==> config.mk <==
export PLATFORM = sky130hd
export DESIGN_NAME = crc_serial_engine
export DESIGN_NICKNAME = d
export VERILOG_FILES = /design/src/rtl/crc_serial_pkg.sv /design/src/rtl/crc_char_gate.sv /design/src/rtl/crc_lfsr_core.sv /design/src/rtl/crc_frame_view.sv /design/src/rtl/crc_fcs_shifter.sv /design/src/rtl/crc_serial_engine.sv
export SDC_FILE = /design/constraint.sdc
export NUM_CORES = 1
export LEC_CHECK = 0
export ABC_AREA = 1
export CAP_MARGIN = 20
export CORE_AREA = 5 5 102 104
export DETAILED_ROUTE_END_ITERATION = 12
export DIE_AREA = 0 0 107 109
export DONT_BUFFER_PORTS = 1
export PLACE_DENSITY = 0.67
export SLEW_MARGIN = 5
export SYNTH_ARGS = -nofsm -noshare
export SYNTH_HDL_FRONTEND = slang
export SYNTH_HIERARCHICAL = 1
export SYNTH_SLANG_ARGS = --single-unit
export TNS_END_PERCENT = 20
==> constraint.sdc <==
create_clock -name clk -period 1.4 [get_ports clk]
set_clock_uncertainty 0.2 [all_clocks]
set_input_delay 0.07 -clock clk [delete_from_list [all_inputs] [get_ports clk]]
set_output_delay 0.07 -clock clk [all_outputs]
set_load 0.005 [all_outputs]
==> src/rtl/crc_serial_pkg.sv <==
package crc_serial_pkg;

   typedef enum logic [1:0] {
      CRC_CCITT = 2'b00,
      CRC_16    = 2'b01,
      CRC_32    = 2'b10,
      CRC_RSVD  = 2'b11
   } crc_kind_e;

   localparam int unsigned REG_W = 32;
   localparam int unsigned NARROW_W = 16;

   // reflected generator polynomials
   localparam logic [REG_W-1:0] POLY_CCITT_R = 32'h0000_8408;
   localparam logic [REG_W-1:0] POLY_16_R    = 32'h0000_A001;
   localparam logic [REG_W-1:0] POLY_32_R    = 32'hEDB8_8320;

   // valid residues seen in the reflected register
   localparam logic [REG_W-1:0] RESID_CCITT  = 32'h0000_F0B8;
   localparam logic [REG_W-1:0] RESID_32     = 32'hDEBB_20E3;

   function automatic logic [REG_W-1:0] width_mask(input crc_kind_e k);
      return (k == CRC_32) ? {REG_W{1'b1}} : {{(REG_W-NARROW_W){1'b0}}, {NARROW_W{1'b1}}};
   endfunction

endpackage

==> src/rtl/crc_char_gate.sv <==
module crc_char_gate (
   input  logic clk,
   input  logic rst_n,
   input  logic bit_valid,
   input  logic char_begin,
   input  logic char_incl,
   output logic take
);
   logic incl_q;
   logic incl_now;

   always_comb begin
      incl_now = char_begin ? char_incl : incl_q;
      take     = bit_valid & incl_now;
   end

   always_ff @(posedge clk or negedge rst_n) begin
      if (!rst_n)                     incl_q <= 1'b0;
      else if (bit_valid && char_begin) incl_q <= char_incl;
   end
endmodule

==> src/rtl/crc_lfsr_core.sv <==
module crc_lfsr_core
   import crc_serial_pkg::*;
#(
   parameter int SUPPORT_WIDE = 1
) (
   input  logic             clk,
   input  logic             rst_n,
   input  crc_kind_e        kind,
   input  logic             start_ones,
   input  logic             clear,
   input  logic             take,
   input  logic             din,
   output logic [REG_W-1:0] reg_q
);
   crc_kind_e        kind_eff;
   logic             fb;
   logic [REG_W-1:0] narrow_sh;
   logic [REG_W-1:0] nxt;
   logic [REG_W-1:0] preset;

   generate
      if (SUPPORT_WIDE != 0) begin : g_wide
         logic [REG_W-1:0] wide_sh;
         always_comb begin
            kind_eff = kind;
            wide_sh  = {1'b0, reg_q[REG_W-1:1]};
         end
         always_comb begin
            if (kind_eff == CRC_32) nxt = wide_sh ^ (fb ? POLY_32_R : '0);
            else                    nxt = narrow_sh ^ (fb ? ((kind_eff == CRC_16) ? POLY_16_R : POLY_CCITT_R) : '0);
         end
      end else begin : g_narrow
         always_comb begin
            kind_eff = (kind == CRC_32) ? CRC_CCITT : kind;
            nxt = narrow_sh ^ (fb ? ((kind_eff == CRC_16) ? POLY_16_R : POLY_CCITT_R) : '0);
         end
      end
   endgenerate

   always_comb begin
      fb        = reg_q[0] ^ din;
      narrow_sh = {{(REG_W-NARROW_W){1'b0}}, 1'b0, reg_q[NARROW_W-1:1]};
      preset    = start_ones ? width_mask(kind_eff) : '0;
   end

   always_ff @(posedge clk or negedge rst_n) begin
      if (!rst_n)     reg_q <= '0;
      else if (clear) reg_q <= preset;
      else if (take)  reg_q <= nxt;
   end
endmodule

==> src/rtl/crc_frame_view.sv <==
module crc_frame_view
   import crc_serial_pkg::*;
#(
   parameter int SUPPORT_WIDE = 1
) (
   input  crc_kind_e        kind,
   input  logic             frame_mode,
   input  logic [REG_W-1:0] reg_q,
   output logic [REG_W-1:0] fcs,
   output logic             good,
   output logic [5:0]       fcs_len
);
   crc_kind_e        kind_eff;
   logic [REG_W-1:0] mask;
   logic             invert;

   always_comb begin
      kind_eff = (SUPPORT_WIDE == 0 && kind == CRC_32) ? CRC_CCITT : kind;
      mask     = width_mask(kind_eff);
      invert   = frame_mode && (kind_eff != CRC_16);
      fcs      = (invert ? ~reg_q : reg_q) & mask;
      fcs_len  = (kind_eff == CRC_32) ? 6'd32 : 6'd16;
      if (!invert)                good = ((reg_q & mask) == '0);
      else if (kind_eff == CRC_32) good = (reg_q == RESID_32);
      else                         good = (reg_q[NARROW_W-1:0] == RESID_CCITT[NARROW_W-1:0]);
   end
endmodule

==> src/rtl/crc_fcs_shifter.sv <==
module crc_fcs_shifter #(
   parameter int W = 32
) (
   input  logic         clk,
   input  logic         rst_n,
   input  logic         load,
   input  logic         shift,
   input  logic [W-1:0] value,
   input  logic [5:0]   len,
   output logic         bit_out,
   output logic         active
);
   localparam int CW = $clog2(W + 1);

   logic [W-1:0]  sh_q;
   logic [CW-1:0] cnt_q;

   always_ff @(posedge clk or negedge rst_n) begin
      if (!rst_n) begin
         sh_q  <= '0;
         cnt_q <= '0;
      end else if (load) begin
         sh_q  <= value;
         cnt_q <= CW'(len);
      end else if (shift && cnt_q != '0) begin
         sh_q  <= {1'b0, sh_q[W-1:1]};
         cnt_q <= cnt_q - 1'b1;
      end
   end

   always_comb begin
      bit_out = sh_q[0];
      active  = (cnt_q != '0);
   end
endmodule

==> src/rtl/crc_serial_engine.sv <==
module crc_serial_engine
   import crc_serial_pkg::*;
#(
   parameter int SUPPORT_WIDE = 1
) (
   input  logic        clk,
   input  logic        rst_n,
   input  logic [1:0]  cfg_type,
   input  logic        cfg_start_ones,
   input  logic        cfg_frame_mode,
   input  logic        frame_start,
   input  logic        sw_clear,
   input  logic        bit_valid,
   input  logic        bit_in,
   input  logic        char_begin,
   input  logic        char_incl,
   input  logic        fcs_load,
   input  logic        fcs_shift,
   output logic [31:0] crc_fcs,
   output logic        fcs_bit,
   output logic        fcs_active,
   output logic        crc_good
);
   generate
      if (SUPPORT_WIDE != 0 && SUPPORT_WIDE != 1) begin : g_bad_param
         $error("SUPPORT_WIDE must be 0 or 1");
      end
      if (REG_W != 32) begin : g_bad_width
         $error("register width must be 32");
      end
   endgenerate

   crc_kind_e        kind;
   logic             take;
   logic             clear;
   logic [REG_W-1:0] crc_reg;
   logic [5:0]       fcs_len;

   always_comb begin
      kind  = crc_kind_e'(cfg_type);
      clear = frame_start | sw_clear;
   end

   crc_char_gate u_gate (
      .clk        (clk),
      .rst_n      (rst_n),
      .bit_valid  (bit_valid),
      .char_begin (char_begin),
      .char_incl  (char_incl),
      .take       (take)
   );

   crc_lfsr_core #(.SUPPORT_WIDE(SUPPORT_WIDE)) u_core (
      .clk        (clk),
      .rst_n      (rst_n),
      .kind       (kind),
      .start_ones (cfg_start_ones),
      .clear      (clear),
      .take       (take),
      .din        (bit_in),
      .reg_q      (crc_reg)
   );

   crc_frame_view #(.SUPPORT_WIDE(SUPPORT_WIDE)) u_view (
      .kind       (kind),
      .frame_mode (cfg_frame_mode),
      .reg_q      (crc_reg),
      .fcs        (crc_fcs),
      .good       (crc_good),
      .fcs_len    (fcs_len)
   );

   crc_fcs_shifter #(.W(REG_W)) u_shift (
      .clk     (clk),
      .rst_n   (rst_n),
      .load    (fcs_load),
      .shift   (fcs_shift),
      .value   (crc_fcs),
      .len     (fcs_len),
      .bit_out (fcs_bit),
      .active  (fcs_active)
   );
endmodule

==> results.py <==
metrics = {
    "drt": {
        "drc_errors": 0,
        "via_count": 4784,
        "vias_per_cell": 5.292,
        "dr.pass1.iters": 7,
        "drt_wl_total_mm": 14.17,
        "ant_nets": 0,
        "drt-initial-drc-count": 348,
        "wire_per_inst_um": 15.67,
    },
    "power_and_ir_drop": {
        "power.density_nw_per_um2": 962.1,
        "power_mw": 6.376,
        "ir_worst_vdd_mv": 0.5854,
        "leakagePower_nw": 3.285,
    },
    "timing": {
        "hold_viol_final": 107,
        "fin_ws_ps": -537.8,
        "grt_setup_unrepaired": "yes",
        "setup_viol": 87,
        "slew_violations": 0,
        "post-route-period-util": 1.384,
        "fmax_mhz": 516.0,
        "whs_ps": -786.4,
        "tns_ps": -8334,
        "fin_crit_ps": 1938,
    },
    "finish": {
        "seq_area_sq_um": 1789,
        "diodes": 0,
        "area_growth_pct": 44.06,
        "nets": 801,
        "final_common_cell": "nand2_1",
        "final_cell_mix": "nand2_1 (248), buf_4 (96), dfrtp_1 (61)",
        "multiInputGateArea_sq_um": 2945,
        "fillers": 664,
        "layout-drive-gt1-share": 0.3582,
    },
    "placement": {
        "gp_congestion": 0.8854,
        "io_buffers": 0,
        "dp_hpwl_mm": 8.149,
    },
    "clocking": {
        "numCtsBuffers": 9,
        "cts_tree": "built",
        "path_clk_slew_ps": 70,
        "cts.sinks": 71,
        "clkLatencyLatePin_ps": 350,
        "htree_levels": 3,
        "clk_path_buf_depth": 2,
        "cts-root-buf": "clkbuf_8",
    },
    "worst_setup_path": {
        "cpPeakStageDelay_ps": 440,
        "endpoint_kind": "output pin",
        "required_ps": 1130,
        "path_class": "reg2out",
        "critPathLaunch": "u_core/reg_q[31]$_DFFE_PN0P_",
        "slowest_stage": "dfrtp_1",
        "start_kind": "flop",
        "cp_cell_sequence": "nand2_1, nor2_1, nand2_1, nor2_2, nand2_1, nand2_1, nand2_1, nor2_2",
        "reg2reg_from": "u_core/reg_q[23]$_DFFE_PN0P_",
        "rrSetupSlack_ps": -170,
        "critical_path.max_fanout": 4,
        "r2r_end": "u_shift/sh_q[23]$_DFFE_PN0P_",
        "arrival_ps": 1670,
        "r2r_cells": 9,
        "path_common_cell": "nand2_1",
    },
    "yosys": {
        "synth_area_sq_um": 4601,
        "yosys_warnings": 6,
        "synth_ff_type": "dfrtp_1",
        "yosysUniqueCellTypes": 36,
        "ys_seq_area_frac": 0.3862,
        "ys_seq_elements": 71,
        "synth_edf_count": 0,
        "synthArstFlopShare": 1.000,
        "syn_avg_cell_area_sq_um": 7.078,
        "synth_cells": 650,
    },
    "job": {
        "cap_violations": 0,
    },
    "grt": {
        "antenna_found_initial": 0,
        "grt_max_degree": 72,
        "grt_pass1_vias": 4509,
        "grt_overflow_total": 0,
        "track_usage": 0.2306,
        "grt_pass1_wl_mm": 21.47,
    },
    "floorplanning": {
        "ioPinCount": 49,
        "die_height_um": 109,
        "initial_core_util": 0.4864,
        "coreArea_sq_um": 9459,
        "num_rows": 36,
        "die_area_sq_um": 11660,
        "die_w_um": 107,
    },
    "outcome": {
        "status": "finished, violations left",
        "violations": "hold timing, setup timing",
    },
    "hold_path": {
        "hold_path.class": "in2async",
    },
}
==> worst max-delay path: cells and delay by family (launching register included) <==
kind	cells	cell delay, ps
simple gates	8	890
flops	1	440
==> per-stage QoR <==
step                      utilization  instance area [sq um]  worst slack, ps  hold WS (ps)  cells
after floorplan                     -                   4624           -57.02        -425.6    653
after global placement         0.5663                   5356           -136.1        -422.9    835
after detailed placement       0.5663                   5356           -157.3        -422.5    835
after CTS                      0.6508                   6156           -351.9        -805.9    889
after global routing           0.7007                   6628           -631.0        -818.9    904
final                          0.7007                   6628           -537.8        -786.4    904
==> where the power goes <==
part           total (mW)  leakage [nW]  internal (mW)  switching [mW]
sequential           2.57         0.886           2.32           0.251
clock                1.41        0.0757          0.647           0.765
combinational        2.39          2.32           1.21            1.19
total                6.38          3.28           4.18            2.20
==> metal layers <==
layer | GRT usage | part of all wire | vias to the layer above
li1 | - | - | 2304
met1 | 0.2908 | 0.40 | 2281
met2 | 0.3939 | 0.52 | 171
met3 | 0.04677 | 0.056 | 28
met4 | 0.08402 | 0.029 | 0
met5 | 0 | 0 | -
==> repair_timing <==
item | 4_1_cts | 5_1_grt
setup endpoints to repair | 98 | 104
setup buffers | 32 | 17
resized for setup | 82 | 86
endpoints found under the hold margin | 142 | 112
hold buffers | 10 | 2
pin swaps | 18 | 37
gates cloned | 0 | 6
==> cells by family (layout without fill, tap and decap cells) <==
family          after synthesis  count (layout)  share of synthesized area
compound gates               45              45                    0.07316
xor+xnor                     31              31                    0.05902
fa+ha+maj                     2               2                   0.005438
buf+inv                      82             216                    0.09110
flops                        71              71                     0.3862
other cells                   1               4                  0.0008151
simple gates                418             421                     0.3843
==> flip-flops by register name, summed over array words and instances, names as in the netlist <==
register and cells:
u_gate/incl_q 1, u_core/reg_q 32, u_shift/cnt_q 6, u_shift/sh_q 32
==> worst max-delay path by stage <==
stage	cells past startpoint	slack, ps	endpoint
floorplan	8	-60	u_shift/cnt_q[1]$_DFFE_PN0P_
global route	8	-630	crc_good
finish	8	-540	crc_good
detailed placement	5	-160	u_core/reg_q[13]$_DFFE_PN0P_
CTS	8	-350	crc_good
global placement	5	-140	u_core/reg_q[13]$_DFFE_PN0P_
==> cell type report <==
cell class,count,area share
clock inverters,1,0.0007551
multi-input cells,503,0.4444
well taps,114,0.02152
repair buffers,152,0.2137
clock buffers,15,0.02209
inverters,48,0.02756
flip-flops and latches,71,0.2700
==> cell usage after synthesis (6+ instances only) <==
cell type / instances / area, sq um
a21oi_1: 13 / 65.06
o21ai_0: 8 / 40.04
nor2_1: 61 / 229.0
nand3_1: 68 / 340.3
xor2_1: 6 / 52.55
clkbuf_1: 6 / 22.52
buf_4: 9 / 67.56
inv_1: 44 / 165.2
buf_6: 7 / 78.83
dfrtp_1: 71 / 1777
buf_2: 11 / 55.05
xnor2_1: 25 / 219.0
nand2_1: 269 / 1010
Note: power is estimated with default switching activity, not from simulation.
